**config.mk**
```make
export PLATFORM = sky130hd
export DESIGN_NAME = raw_hazard_fwd
export DESIGN_NICKNAME = d
export VERILOG_FILES = /design/src/rtl/raw_fwd_pkg.sv /design/src/rtl/raw_stage_match.sv /design/src/rtl/raw_fwd_pick.sv /design/src/rtl/raw_load_stall.sv /design/src/rtl/raw_hazard_fwd.sv
export SDC_FILE = /design/constraint.sdc
export NUM_CORES = 1
export LEC_CHECK = 0
export BUFFER_PORTS_ARGS = -buffer_cell sky130_fd_sc_hd__clkbuf_2
export CORE_AREA = 2 2 39 41
export DETAILED_ROUTE_END_ITERATION = 16
export DIE_AREA = 0 0 41 43
export PLACE_DENSITY = 0.68
export SLEW_MARGIN = 20
export SYNTH_ARGS = -nofsm -noshare
export SYNTH_HDL_FRONTEND = slang
export SYNTH_SLANG_ARGS = --single-unit
```
**constraint.sdc**
```tcl
create_clock -name vclk -period 2.7
set_input_delay 0.675 -clock vclk [all_inputs]
set_output_delay 0.675 -clock vclk [all_outputs]
set_load 0.05 [all_outputs]
```
**src/rtl/raw_fwd_pkg.sv**
```systemverilog
package raw_fwd_pkg;

    // Number of in-flight stages that can hold a pending register write.
    localparam int unsigned NUM_STAGES = 3;

    // Stage positions, youngest first; this order is the forwarding priority.
    localparam int unsigned STG_EX  = 0;
    localparam int unsigned STG_MEM = 1;
    localparam int unsigned STG_WB  = 2;

    // Width of an operand select: register file plus one code per stage.
    localparam int unsigned SEL_W = $clog2(NUM_STAGES + 1);

    typedef enum logic [SEL_W-1:0] {
        SRC_REGFILE = 2'd0,
        SRC_EX      = 2'd1,
        SRC_MEM     = 2'd2,
        SRC_WB      = 2'd3
    } opnd_src_e;

endpackage

```
**src/rtl/raw_stage_match.sv**
```systemverilog
// Compares one source index against every pending destination.
module raw_stage_match #(
    parameter int unsigned AW    = 5,
    parameter int unsigned NSTG  = 3
) (
    input  logic [AW-1:0]            src_idx,
    input  logic [NSTG-1:0][AW-1:0]  dst_vec,
    input  logic [NSTG-1:0]          wen_vec,
    output logic [NSTG-1:0]          hit_vec
);

    logic src_live;

    // Index 0 is hard-wired to zero and never carries a dependence.
    assign src_live = (src_idx != '0);

    for (genvar s = 0; s < NSTG; s++) begin : g_stage
        assign hit_vec[s] = src_live && wen_vec[s] && (dst_vec[s] == src_idx);
    end

endmodule

```
**src/rtl/raw_fwd_pick.sv**
```systemverilog
// Priority select: youngest usable hit wins, else register file.
module raw_fwd_pick #(
    parameter int unsigned NSTG      = 3,
    parameter bit          USE_OLD   = 1'b1,
    localparam int unsigned SW       = $clog2(NSTG + 1)
) (
    input  logic [NSTG-1:0] hit_vec,
    output logic [SW-1:0]   sel
);

    logic [NSTG-1:0] usable;

    for (genvar s = 0; s < NSTG; s++) begin : g_mask
        if (s == NSTG - 1) begin : g_last
            assign usable[s] = hit_vec[s] && USE_OLD;
        end else begin : g_mid
            assign usable[s] = hit_vec[s];
        end
    end

    // Scan oldest to youngest so that a younger hit overrides an older one.
    always_comb begin
        sel = '0;
        for (int i = NSTG - 1; i >= 0; i--) begin
            if (usable[i]) begin
                sel = SW'(i + 1);
            end
        end
    end

endmodule

```
**src/rtl/raw_load_stall.sv**
```systemverilog
// Stall when an operand depends on a load still inside the load window.
module raw_load_stall #(
    parameter int unsigned NSTG       = 3,
    parameter int unsigned LOAD_DEPTH = 1
) (
    input  logic [NSTG-1:0] hit_a,
    input  logic [NSTG-1:0] hit_b,
    input  logic [NSTG-1:0] load_vec,
    output logic            stall
);

    always_comb begin
        stall = 1'b0;
        for (int i = 0; i < NSTG; i++) begin
            if ((i < int'(LOAD_DEPTH)) && load_vec[i] && (hit_a[i] || hit_b[i])) begin
                stall = 1'b1;
            end
        end
    end

endmodule

```
**src/rtl/raw_hazard_fwd.sv**
```systemverilog
module raw_hazard_fwd
    import raw_fwd_pkg::*;
#(
    parameter int unsigned AW         = 5,
    parameter bit          WB_BYPASS  = 1'b1,
    parameter int unsigned LOAD_DEPTH = 1
) (
    input  logic [AW-1:0]    src_a_idx,
    input  logic [AW-1:0]    src_b_idx,
    input  logic [AW-1:0]    ex_dst_idx,
    input  logic             ex_wr_en,
    input  logic             ex_is_load,
    input  logic [AW-1:0]    mem_dst_idx,
    input  logic             mem_wr_en,
    input  logic             mem_is_load,
    input  logic [AW-1:0]    wb_dst_idx,
    input  logic             wb_wr_en,
    input  logic             wb_is_load,
    output logic [SEL_W-1:0] sel_a,
    output logic [SEL_W-1:0] sel_b,
    output logic             load_stall,
    output logic             raw_hazard
);

    localparam int unsigned NOPND = 2;

    logic [NUM_STAGES-1:0][AW-1:0] dst_vec;
    logic [NUM_STAGES-1:0]         wen_vec;
    logic [NUM_STAGES-1:0]         ld_vec;
    logic [NOPND-1:0][AW-1:0]      src_vec;
    logic [NOPND-1:0][NUM_STAGES-1:0] hit_q;
    logic [NOPND-1:0][SEL_W-1:0]   sel_vec;

    assign dst_vec[STG_EX]  = ex_dst_idx;
    assign dst_vec[STG_MEM] = mem_dst_idx;
    assign dst_vec[STG_WB]  = wb_dst_idx;
    assign wen_vec[STG_EX]  = ex_wr_en;
    assign wen_vec[STG_MEM] = mem_wr_en;
    assign wen_vec[STG_WB]  = wb_wr_en;
    // A load flag only means something for a stage that writes.
    assign ld_vec[STG_EX]   = ex_is_load  && ex_wr_en;
    assign ld_vec[STG_MEM]  = mem_is_load && mem_wr_en;
    assign ld_vec[STG_WB]   = wb_is_load  && wb_wr_en;

    assign src_vec[0] = src_a_idx;
    assign src_vec[1] = src_b_idx;

    for (genvar op = 0; op < NOPND; op++) begin : g_opnd
        raw_stage_match #(
            .AW   (AW),
            .NSTG (NUM_STAGES)
        ) u_match (
            .src_idx (src_vec[op]),
            .dst_vec (dst_vec),
            .wen_vec (wen_vec),
            .hit_vec (hit_q[op])
        );

        raw_fwd_pick #(
            .NSTG    (NUM_STAGES),
            .USE_OLD (WB_BYPASS)
        ) u_pick (
            .hit_vec (hit_q[op]),
            .sel     (sel_vec[op])
        );
    end

    raw_load_stall #(
        .NSTG       (NUM_STAGES),
        .LOAD_DEPTH (LOAD_DEPTH)
    ) u_stall (
        .hit_a    (hit_q[0]),
        .hit_b    (hit_q[1]),
        .load_vec (ld_vec),
        .stall    (load_stall)
    );

    assign sel_a      = sel_vec[0];
    assign sel_b      = sel_vec[1];
    assign raw_hazard = |{hit_q[0], hit_q[1]};

endmodule

```
==> summary.txt, run 1 <==
Final layout
  • Clock buffers: 0
  • Syn-to-layout area delta: 108%
  • # diodes: 0
  • Nets@finish: 136
  • Layout cells sized above 1: 63.1%
  • FFs & Latches: 0
  • Final non-filler cell area: 895 µm²
  • Fin util: 64.6%
  • Filler instances: 117
  • Finished Layout Cells: 119
  • Reg area: 0 µm²

Global route
  • Pin count of the biggest net entering global routing: 5
  • Vias in the first global route: 537
  • Total GRT Usage: 16.8%
  • Antenna violations before repair: 0
  • First-pass GRT wire length: 2.17 mm
  • Total gr overflow: 0

Clock tree
  • CTS Hold Bufs: 0

Pwr
  • Part of the power in registers: 0%
  • Net Sw Frac: 51.0%
  • Pwr/cell area: 164 nW/µm²
  • Peak VDD IR: 0.0643 mV
  • Leakage power: 0.372 nW
  • Int Pwr: 72.1 µW
  • Pwr Total: 147 µW
  • NetSw: 75.0 µW
  • Clock power frac: 0%
  • Logic gate share of total power: 100.0%

Detailed routing
  • DR vias/cell: 5.01
  • DR vias: 596
  • Iteration-0 DRC Markers: 6
  • DRC violations left: 0
  • Post-Route WL: 1.55 mm
  • Antenna violation net count after detailed routing: 0
  • Router iterations before antenna repair: 4
  • Detailed-route wire length per cell: 13.0 µm

Synthesis
  • Avg Cell Area, Syn: 7.17 µm²
  • Synth Instances: 60
  • Post-synthesis cell area: 430 µm²
  • YS warnings: 0
  • Net Count, Synth: 91
  • Count of cell types in the netlist: 13
  • Seq/Total Area, Yosys: 0%

Die
  • Die X: 41 µm
  • Die area: 1760 µm²
  • Core Area: 1380 µm²
  • DIE HEIGHT: 43 µm
  • Std-Cell Rows: 14
  • Initial Util: 31.1%
  • # IOs: 37

Worst setup path
  • Crit. End Element: output port
  • Kind of critical path: in2out
  • CP Launch Type: primary input
  • CP required: 2030 ps
  • Worst EP arrival: 2060 ps
  • Critical path fanouts, max: 4

Placed design
  • Post-DP HPWL: 1.18 mm
  • Dpl cell area: 691 µm²
  • Port Buf Inserts: 35
  • Placed cell count: 118
  • Routability cong.: 0.804

STA
  • Final worst setup slack: -30.5 ps
  • Tcrit/Tclk final: 101%
  • Least-Margin Pin Slew: 306 ps
  • Final Max Tran Viols: 0
  • RSZ-0062 raised after global routing: yes
  • Final Hold Viols: 0
  • F_max: 0.366 GHz
  • Post-route minimum period: 2730 ps
  • Slew margin rel.: 79.5%
  • Setup violators final: 1

Min path
  • Hold WC Path Type: in2out

Run status
  • Outcome: finished, violations left
  • Violated checks: setup timing

Job
  • Max_cap viols: 0
[power groups by stage]
stage / Clock [mW] / Combinational, mW / Sequential (mW)
final: 0 / 0.147 / 0
after global routing: 0 / 0.158 / 0
after CTS: 0 / 0.120 / 0
after detailed placement: 0 / 0.115 / 0
after global placement: 0 / 0.113 / 0
after floorplan: 0 / 0.0604 / 0
[logic make-up after synthesis]
group	count (synthesis)	share of synthesized area, %
simple gates	28	35.5
compound gates	2	3.49
xor+xnor	30	61.0
[metal layers]
layer,vias to the layer above,track usage (%),wire length (µm)
met1,268,22.2,546
met2,25,30.3,886
met4,0,0,0
li1,303,-,-
met3,0,0.524,118
met5,-,0,0
[worst paths after layout]
check	to	startpoint	cells past startpoint	slack [ps]
max	raw_hazard	src_a_idx[3]	7	-30
min	load_stall	ex_is_load	4	1670
[placed cells by master (no fill, tap or decap), drive strengths merged]
| master | count |
|---|---|
| buf | 18 |
| or4 | 2 |
| nand2 | 3 |
| nand3 | 1 |
| xnor2 | 22 |
| or3 | 2 |
| nor4 | 4 |
| nand4 | 6 |
| nor2 | 8 |
| o21bai | 2 |
| clkbuf | 25 |
| xor2 | 8 |
| nor3 | 2 |
[critical path, cell delays in order]
cell	delay (ps)
buf_6	90
or4_4	540
nor2_4	220
nor4_4	60
nor2_2	180
nand3_2	120
buf_8	160
[timing repair]
item | 4_1_cts | 5_1_grt
resized for setup | 8 | 45
pin swaps | 4 | 15
setup endpoints to repair | 5 | 6
buffers inserted | 0 | 1
[layout make-up]
cell class	count	area [µm²]	area share, %
Tap cell	16	20.0	2.24
Multi-Input combinational cell	60	573	64.1
Timing Repair Buffer	43	302	33.7
[Yosys cell counts (all sizes together)]
cell type	number	area (µm²)
nor3	2	10.0
nand4	6	37.5
nand2	3	11.3
or4	2	15.0
xnor2	22	193
xor2	8	70.1
nand3	1	5.00
nor2	8	35.0
o21bai	2	15.0
or3	2	13.8
nor4	4	25.0
[per-stage QoR]
| stage | worst slack (ps) | hold slack, ps | TNS, ps |
|---|---|---|---|
| after global routing | -71.6 | 1710 | -117 |
| final | -30.5 | 1670 | -30.5 |
| after CTS | -18.6 | 1720 | -25.7 |
| after global placement | -51.2 | 1730 | -61.1 |
| after floorplan | -0.616 | 1570 | -0.616 |
| after detailed placement | -87.5 | 1740 | -188 |
(Power assumes the default switching activity.)
==> run 2, diff against run 1 <==
==> constraint.sdc (replaced) <==
create_clock -name vclk -period 3.5
set_input_delay 0.875 -clock vclk [all_inputs]
set_output_delay 0.875 -clock vclk [all_outputs]
set_load 0.05 [all_outputs]
==> summary.txt, run 2 (synthesis results as in run 1) <==
Global route
  • Total GRT Usage: 14.3%
  • Total gr overflow: 0
  • Vias in the first global route: 480
  • Antenna violations before repair: 0
  • Pin count of the biggest net entering global routing: 5
  • First-pass GRT wire length: 1.92 mm

Clock tree
  • Post-CTS Setup Bufs: 0
  • Post-CTS sizing: 0
  • CTS Hold Bufs: 0

STA
  • F_max: 0.317 GHz
  • Final Hold Slack: 2140 ps
  • Tcrit/Tclk final: 90.0%
  • Final Hold Viols: 0
  • Least-Margin Pin Slew: 461 ps
  • Setup violators final: 0
  • RSZ-0062 raised after global routing: no
  • Post-route minimum period: 3150 ps
  • Slew margin rel.: 69.0%
  • Final Max Tran Viols: 0
  • Setup_tns: 0 ps

Placed design
  • Routability cong.: 0.739
  • Post-DP HPWL: 1.12 mm
  • Port Buf Inserts: 35
  • Dpl cell area: 626 µm²

Final layout
  • Final non-filler cell area: 626 µm²
  • Syn-to-layout area delta: 45.3%
  • Clock buffers: 0
  • Multi-input logic area: 430 µm²
  • Reg area: 0 µm²
  • Commonest non-fill, non-tap cell in the layout: clkbuf_2
  • Most frequent cells in the layout: 35 x clkbuf_2, 22 x xnor2_1, 8 x xor2_1
  • Layout cells sized above 1: 40.0%
  • FFs & Latches: 0
  • Filler instances: 153
  • # diodes: 0
  • Nets@finish: 128

Die
  • Die area: 1760 µm²
  • # IOs: 37
  • Initial Util: 31.1%
  • Std-Cell Rows: 14
  • Core Area: 1380 µm²
  • DIE HEIGHT: 43 µm
  • Die X: 41 µm

Pwr
  • Pwr/cell area: 129 nW/µm²
  • Leakage power: 0.273 nW
  • Peak VDD IR: 0.0542 mV

Detailed routing
  • DRC violations left: 0
  • Iteration-0 DRC Markers: 2
  • DR vias: 554
  • Router iterations before antenna repair: 4
  • Detailed-route wire length per cell: 11.1 µm
  • Post-Route WL: 1.23 mm
  • Antenna violation net count after detailed routing: 0
  • DR vias/cell: 4.99

Min path
  • Hold WC Path Type: in2out

Worst setup path
  • Kind of critical path: in2out
  • CP Launch Type: primary input
  • Crit. End Element: output port
  • Worst EP arrival: 2280 ps
  • CP required: 2620 ps
  • Critical path fanouts, max: 4

Run status
  • Outcome: finished clean

Job
  • Max_cap viols: 0
-- run 2: cell count changes in the layout (fill, tap and decap cells not counted), sizes merged --
cell    change
clkbuf     +10
buf        -18
-- run 2: final timing paths --
kind	from	end	cells past startpoint
setup / recovery	src_b_idx[2]	raw_hazard	7
hold / removal	ex_is_load	load_stall	4
-- run 2: report_power, final --
part | internal [mW] | total (mW) | switching [mW]
logic | 0.0370 | 0.0807 | 0.0437
clock network | 0 | 0 | 0
registers | 0 | 0 | 0
-- run 2: area by class of cell --
| cell class | count | area share (%) |
|---|---|---|
| well taps | 16 | 3.20 |
| multi-input cells | 60 | 68.8 |
| repair buffers | 35 | 28.0 |
-- run 2: worst max-delay path, stage by stage --
cell and delay [ps]:
clkbuf_2 130, or4_1 540, nor2_2 160, nor4_1 100
nor2_1 140, nand3_1 80, clkbuf_2 240
-- run 2: layer usage --
layer | wire length, µm | up-vias | track usage, % | share of wire, %
met5 | 0 | - | 0 | 0
li1 | - | 282 | - | -
met2 | 568 | 27 | 24.7 | 46
met3 | 124 | 0 | 0 | 10
met1 | 540 | 245 | 20.3 | 44
met4 | 0 | 0 | 0 | 0
-- run 2: through the flow --
stage	setup WS [ps]	utilization [%]	power, mW	instances
after floorplan	259	-	0.0458	60
after global placement	347	45.2	0.0800	111
after detailed placement	345	45.2	0.0813	111
after CTS	343	45.2	0.0816	111
after global routing	257	45.2	0.0887	111
final	349	45.2	0.0807	111
==> run 3, diff against run 2 <==
--- a/config.mk
+++ b/config.mk
@@ -6,10 +6,13 @@
 export NUM_CORES = 1
 export LEC_CHECK = 0
 export BUFFER_PORTS_ARGS = -buffer_cell sky130_fd_sc_hd__clkbuf_2
-export CORE_AREA = 2 2 39 41
+export CELL_PAD_IN_SITES_DETAIL_PLACEMENT = 0
+export CELL_PAD_IN_SITES_GLOBAL_PLACEMENT = 1
+export CORE_MARGIN = 2
+export CORE_UTILIZATION = 28
 export DETAILED_ROUTE_END_ITERATION = 16
-export DIE_AREA = 0 0 41 43
-export PLACE_DENSITY = 0.68
+export GPL_TIMING_DRIVEN = 0
+export PLACE_DENSITY = 0.89
 export SLEW_MARGIN = 20
 export SYNTH_ARGS = -nofsm -noshare
 export SYNTH_HDL_FRONTEND = slang
==> summary.txt, run 3 (synthesis results as in run 1) <==
Run status
  • Outcome: finished clean

Global route
  • Total GRT Usage: 14.4%
  • Total gr overflow: 0
  • Grt met1 use: 20.3%
  • Antenna violations before repair: 0
  • Met3 Track Usage GR: 0.851%
  • M2 GR Usage: 25.4%
  • Pin count of the biggest net entering global routing: 5
  • First-pass GRT wire length: 2.19 mm
  • Vias in the first global route: 523
  • Layer with the highest usage: met2

Placed design
  • Placed cell count: 111
  • Dpl cell area: 626 µm²
  • Worst slack, placed: 310 ps
  • Post-DP HPWL: 1.18 mm
  • Port Buf Inserts: 35
  • Routability cong.: 0.883

STA
  • F_max: 0.313 GHz
  • Final worst setup slack: 303 ps
  • Slew margin rel.: 63.3%
  • Setup violators final: 0
  • Final Max Tran Viols: 0
  • RSZ-0062 raised after global routing: no
  • Least-Margin Pin Slew: 546 ps
  • Setup_tns: 0 ps
  • Final Hold Viols: 0
  • Tcrit/Tclk final: 91.3%
  • Post-route minimum period: 3200 ps

Min path
  • Hold Startpoint: ex_is_load
  • Hold WC Path Type: in2out
  • Hold path depth: 4
  • WHS Endpoint: load_stall

Worst setup path
  • Worst EP arrival: 2320 ps
  • Crit. End Element: output port
  • Critical path fanouts, max: 4
  • CP Launch Type: primary input
  • CP required: 2620 ps
  • Kind of critical path: in2out

Detailed routing
  • DRC violations left: 0
  • Post-Route WL: 1.25 mm
  • DR vias/cell: 4.85
  • DR vias: 538
  • Detailed-route wire length per cell: 11.3 µm
  • Router iterations before antenna repair: 2
  • Antenna violation net count after detailed routing: 0
  • Iteration-0 DRC Markers: 9

Die
  • Die area: 1870 µm²
  • Initial Util: 29.3%
  • # IOs: 37
  • Core Area: 1470 µm²
  • Die X: 43.2 µm
  • DIE HEIGHT: 43.2 µm
  • Std-Cell Rows: 14

Final layout
  • Layout cells sized above 1: 40.0%
  • FFs & Latches: 0
  • Finished Layout Cells: 111
  • # diodes: 0
  • Final non-filler cell area: 626 µm²
  • Commonest non-fill, non-tap cell in the layout: clkbuf_2
  • Clock buffers: 0
  • Reg area: 0 µm²
  • Most frequent cells in the layout: 35 x clkbuf_2, 22 x xnor2_1, 8 x xor2_1
  • Syn-to-layout area delta: 45.3%
  • Nets@finish: 128

Job
  • Max_cap viols: 0

Pwr
  • Leakage power: 0.273 nW
  • Peak VDD IR: 0.0443 mV
  • Pwr/cell area: 130 nW/µm²

Clock tree
  • CTS Hold Bufs: 0
  • Post-CTS Setup Bufs: 0
  • Post-CTS sizing: 0
-- run 3: cell counts in the layout (fill, tap and decap cells not counted) --
No cell type changed its count.
-- run 3: layer usage --
layer	up-vias	routed length, µm
li1	284	-
met1	233	557
met2	21	611
met3	0	85
met4	0	0
met5	-	0
-- run 3: where the power goes --
group	total, mW	internal [mW]	switching (mW)
Clock	0	0	0
Sequential	0	0	0
Combinational	0.0810	0.0370	0.0440
-- run 3: final cells by class --
class | count | area, µm²
fill | 166 | 846
multi-input combinational | 60 | 430
timing repair buffer | 35 | 175
tap | 16 | 20.0
-- run 3: per-stage QoR --
stage                     total power, mW  utilization (%)  hold slack (ps)
after floorplan                    0.0458                -             1970
after global placement             0.0800             42.5             2160
after detailed placement           0.0815             42.5             2160
after CTS                          0.0818             42.5             2160
after global routing               0.0884             42.5             2180
final                              0.0810             42.5             2150
-- run 3: worst max-delay path by stage --
stage          slack, ps    endpoint  depth (start not counted)         start
5_1_grt              150  load_stall                          7  src_b_idx[3]
3_5_place_dp         310  raw_hazard                          7  src_b_idx[2]
4_1_cts              310  raw_hazard                          7  src_b_idx[2]
3_3_place_gp         320  raw_hazard                          7  src_b_idx[2]
6_report             300  raw_hazard                          7  src_b_idx[2]
2_1_floorplan        260    sel_a[0]                          4  src_a_idx[0]
-- run 3: worst max-delay path, stage by stage --
cell and delay, ps:
clkbuf_2 130, or4_1 540, nor2_2 180, nor4_1 120, nor2_1 150, nand3_1 90
clkbuf_2 240
